**config.mk**
```make
export PLATFORM = sky130hd
export DESIGN_NAME = uart_irq_ctrl
export DESIGN_NICKNAME = d
export VERILOG_FILES = /design/src/rtl/uart_irq_ctrl.sv
export SDC_FILE = /design/constraint.sdc
export NUM_CORES = 1
export LEC_CHECK = 0
export ABC_AREA = 1
export BUFFER_PORTS_ARGS = -buffer_cell sky130_fd_sc_hd__buf_2
export CAP_MARGIN = 15
export CORE_UTILIZATION = 46
export DETAILED_ROUTE_END_ITERATION = 12
export GPL_TIMING_DRIVEN = 0
export PLACE_DENSITY = 0.83
export RECOVER_POWER = 100
export SLEW_MARGIN = 20
export SYNTH_ARGS = -nofsm -noshare
export SYNTH_HDL_FRONTEND = slang
export SYNTH_SLANG_ARGS = --single-unit
```
**constraint.sdc**
```tcl
create_clock -name clk -period 1.11 [get_ports clk]
set_input_delay 0.111 -clock clk [delete_from_list [all_inputs] [get_ports clk]]
set_output_delay 0.111 -clock clk [all_outputs]
set_load 0.05 [all_outputs]
```
**src/rtl/uart_irq_ctrl.sv**
```systemverilog
module uart_irq_ctrl #(
  parameter int MDM_W = 4
) (
  input  logic               clk,
  input  logic               rst_n,
  input  logic [3:0]         en_i,
  input  logic               line_err_i,
  input  logic               rx_avail_i,
  input  logic               rx_timeout_i,
  input  logic               tx_empty_i,
  input  logic [MDM_W-1:0]   modem_i,
  input  logic               isr_rd_i,
  input  logic               msr_rd_i,
  output logic               irq_o,
  output logic [3:0]         isr_o,
  output logic [2*MDM_W-1:0] msr_o
);

  localparam logic [3:0] CODE_NONE = 4'b0001;
  localparam logic [3:0] CODE_LINE = 4'b0110;
  localparam logic [3:0] CODE_RXD  = 4'b0100;
  localparam logic [3:0] CODE_RXTO = 4'b1100;
  localparam logic [3:0] CODE_TXE  = 4'b0010;
  localparam logic [3:0] CODE_MDM  = 4'b0000;

  logic [MDM_W-1:0] sync1, sync2, last, delta;
  logic             txe_q, txen_q, tx_req;
  logic             irq_q;
  logic [3:0]       isr_q, code;

  always_ff @(posedge clk or negedge rst_n) begin
    if (!rst_n) begin
      sync1 <= '0;
      sync2 <= '0;
      last  <= '0;
      delta <= '0;
    end else begin
      sync1 <= modem_i;
      sync2 <= sync1;
      last  <= sync2;
      delta <= (delta & ~{MDM_W{msr_rd_i}}) | (sync2 ^ last);
    end
  end

  always_ff @(posedge clk or negedge rst_n) begin
    if (!rst_n) begin
      txe_q  <= 1'b0;
      txen_q <= 1'b0;
      tx_req <= 1'b0;
    end else begin
      txe_q  <= tx_empty_i;
      txen_q <= en_i[1];
      if (!tx_empty_i)
        tx_req <= 1'b0;
      else if (!txe_q || (en_i[1] && !txen_q))
        tx_req <= 1'b1;
      else if (isr_rd_i && isr_q == CODE_TXE)
        tx_req <= 1'b0;
    end
  end

  always_comb begin
    if (line_err_i && en_i[2])        code = CODE_LINE;
    else if (rx_avail_i && en_i[0])   code = CODE_RXD;
    else if (rx_timeout_i && en_i[0]) code = CODE_RXTO;
    else if (tx_req && en_i[1])       code = CODE_TXE;
    else if ((|delta) && en_i[3])     code = CODE_MDM;
    else                              code = CODE_NONE;
  end

  always_ff @(posedge clk or negedge rst_n) begin
    if (!rst_n) begin
      irq_q <= 1'b0;
      isr_q <= CODE_NONE;
    end else begin
      irq_q <= (code != CODE_NONE);
      isr_q <= code;
    end
  end

  assign irq_o = irq_q;
  assign isr_o = isr_q;
  assign msr_o = {sync2, delta};

endmodule

```
==> impl.org <==
** Logic synthesis
- Most frequent cells after synthesis :: dfrtp_1, nand2_1, inv_1, nand3_1, nor2_1
- Adder and majority gate portion of the synthesized area :: 0%
- Synthesized netlist cell count :: 73
- The mapped netlist covers 832 um^2.
- Count of flip-flops with a built-in enable after synthesis :: 0
- Share of synthesized flip-flops with an asynchronous set or reset :: 100%
- Cell type with the largest total area after synthesis :: dfrtp_1
- After synthesis, the largest family of logic cells by area is simple AND/OR/NAND/NOR gates.
- After synthesis, the netlist uses 13 different library cells.
- A synthesized cell averages 11.4 um^2.
- dfrtp_1 is the most common cell in the netlist.
- Summing the areas of all xor and xnor instances in the mapped netlist gives 0% of the synthesized area.
- The number of nets in the synthesized netlist is 89.
- Sequential cells were found to cover 72.3% of the synthesized design area.
- Largest cells by area after synthesis :: dfrtp_1, nand2_1, inv_1
- The synthesized netlist devotes 1.50% of its cell area to compound gates.
- Number of flip-flops and latches in the synthesized netlist :: 24
- In the synthesized netlist the dominant register cell turns out to be dfrtp_1.
- During synthesis, Yosys emitted a total of 0 warnings.
- Of the post-synthesis cell area, the dominant cell type holds 69.2%.
- Of the total synthesized cell area, the portion taken by AND, OR, NAND and NOR gates is 21.2%.
- Multiplexer fraction of the synthesized cell area :: 0%

** Critical path
- Crit path buffers/inverters :: 1
- The critical path goes through buf_8.
- STA classifies the critical path endpoint as an output port.
- Type of the setup path with the least slack :: register to output port
- Critical Path Fanout Max :: 2
- The largest single stage delay on the critical path is 0.57 ns.
- The worst setup path is launched from a register.
- On the critical path, the stage with the largest delay is an instance of dfstp_2.
- CP delay by family, top :: flip-flops
- Arrival @ worst endpoint :: 1.01 ns
- At the worst endpoint, the required time is 1.00 ns.

** STA
- Setup repair after global routing missed its margin :: true
- Clock skew on the completed layout was measured at 0.00600 ns.
- Count of pins over their slew limit :: 0
- Final setup violating endpoints :: 1
- Hold timing on the final database bottoms out at a slack of 0.0500 ns.
- In this run the tightest slew margin relative to its limit is 63.2%.
- Final TNS setup :: -0.00707 ns
- The total count of hold-check failures in the final report came to 0.
- Worst Tran Pin Value :: 0.553 ns
- Setup slack on the critical path of the routed design comes to -0.00707 ns.
- Timing would allow up to 895 MHz.
- Of the available clock period, the critical path in the final layout requires 101%.
- Counting I/O delays and the setup requirement, the final critical path takes 1.12 ns.

** Floorplanning
- The core region is 1710 um^2.
- Boundary pin count :: 29
- Initial Util :: 48.7%
- From bottom edge to top edge, the die measures 44.5 um.
- The die covers 1980 um^2.
- Standard-cell row count :: 15
- In this run the horizontal extent of the chip is 44.5 um.

** Drt
- Initial detailed-routing violation count :: 4
- After detailed routing, the number of remaining DRC violations is 0.
- Dividing the detail-routed wire length by the instance count gives 10.4 um.
- Final wirelength :: 1440 um
- The count of nets left with antenna violations once routing finished came out at 0.
- Using the TritonRoute via totals, the vias-per-cell ratio works out to 4.34.
- Number of iterations in the first detailed-routing pass :: 4
- Total number of vias :: 599

** Clock network
- Number of buffers on the longest clock path :: 2
- Clock-pin slew was measured on the worst setup and hold paths at 0.11 ns.
- TritonCTS built the clock tree.
- Clk_lat worst skew :: 0.30 ns
- Clock tree synthesis selected as its root buffer the cell clkbuf_4.
- Number of clock buffers inserted by TritonCTS :: 3
- Post CTS Setup Buffer Count :: 0
- H-tree levels :: 1
- Number of sinks handled by clock tree synthesis :: 24

** Layout
- Filler cell count in the final layout :: 127
- The number of antenna diodes in the final layout is 0.
- Area growth from synthesis to final layout :: 34.9%
- Final design area excluding fillers :: 1120 um^2
- The post-route netlist has 30.1% of its cells at a drive strength greater than 1.
- Summing all flip-flop and latch instances after layout gives 602 um^2.
- Final #Nets :: 130
- Summing all multi-input logic gate instances after layout gives 174 um^2.

** GRT
- For this run, the total global-route usage over all layers was measured as 17.6%.
- Number of global-route vias before repair :: 589
- First-pass GRT wire length :: 2420 um
- Entering global routing, the biggest net connects 25 pins.
- Summed over all layers, the global routing overflow is 0.
- Number of antenna violations at the first check in global routing :: 0

** Job
- Max-cap violations in this run came to 0.

** Run status
- Status :: finished with violations
- The final reports fail on negative setup slack.

** Power and ir drop
- In this run the static leakage power is 0.580 nW.
- PD cells :: 1460 nW/um^2
- VDD sags by at most 1.19 mV.

** Placement
- Number of buffers added on ports :: 28
- RePlAce Congestion :: 0.652
- Area after DPL :: 1000 um^2
- At the placement stage, the worst setup path has a slack of 0.237 ns.
- HPWL after detailed placement :: 993 um

** Worst hold path
- In this run the worst hold path is classified as input port to register.
cell families (layout without fill, tap and decap cells):
group	Yosys count	in the layout
compound gates	2	2
buf+inv	11	51
flops	24	24
simple gates	36	36
path summary, 6_finish.rpt:
kind	startpoint	to	slack [ns]	cells after the start
worst max-delay path	isr_o[0]	isr_o[0]	-0.007	1
worst min-delay path	rx_timeout_i	isr_o[3]	0.05	3
worst max register to register	delta[1]	irq_o	0.22	4
worst min register to register	sync1[3]	sync2[3]	0.36	0
max in group asynchronous	rst_n	isr_o[0]	0.39	2
min in group asynchronous	rst_n	sync1[0]	0.34	2
state kept, by name, indices dropped and copies added (netlist names):
signal and flops:
irq_o 1, tx_req 1, txen_q 1, last 4
txe_q 1, isr_o 4, sync2 4, delta 4
sync1 4
power by group:
part / switching, mW / internal, mW / total, mW
sequential: 0.0311 / 0.931 / 0.962
clock: 0.226 / 0.140 / 0.366
combinational: 0.204 / 0.102 / 0.306
layout make-up:
class	count	share of cell area (%)
flip-flops and latches	24	53.6
well taps	25	2.79
clock buffers	4	2.34
repair buffers	36	22.1
multi-input cells	38	15.5
inverters	11	3.68
per-stage QoR:
| stage | total power [mW] | utilization [%] | instances |
|---|---|---|---|
| floorplan | 1.16 | - | 73 |
| global placement | 1.25 | 58.8 | 126 |
| detailed placement | 1.26 | 58.8 | 126 |
| CTS | 1.66 | 65.6 | 138 |
| global route | 1.73 | 65.7 | 138 |
| finish | 1.63 | 65.7 | 138 |
repair_timing:
action | 4_1_cts | 5_1_grt
hold endpoints to repair | 30 | 0
resized for setup | 3 | 11
pin swaps | 0 | 0
endpoints found under the setup margin | 1 | 8
hold buffers | 8 | 0
layout by cell type, fill, tap and decap left out:
cell,synthesis,layout
nand2_2,3,3
nor3_1,1,1
or2_1,4,4
dfstp_2,1,1
inv_2,2,2
nor2_1,5,7
clkbuf_1,0,4
buf_2,0,13
dfrtp_1,23,23
buf_8,0,1
a21boi_1,1,1
o21ai_0,0,1
dlygate4sd3_1,0,8
clkbuf_2,0,4
nand2_1,15,15
clkbuf_4,0,7
nand3_1,6,6
inv_1,9,9
buf_4,0,2
buf_6,0,1
layer usage:
metal	vias up	wire, um	global-route usage [%]
li1	298	-	-
met1	285	555	19.6
met2	12	799	30.9
met3	4	49	4.08
met4	0	32	9.70
met5	-	0	0
Note: power is estimated with default switching activity, not from simulation.
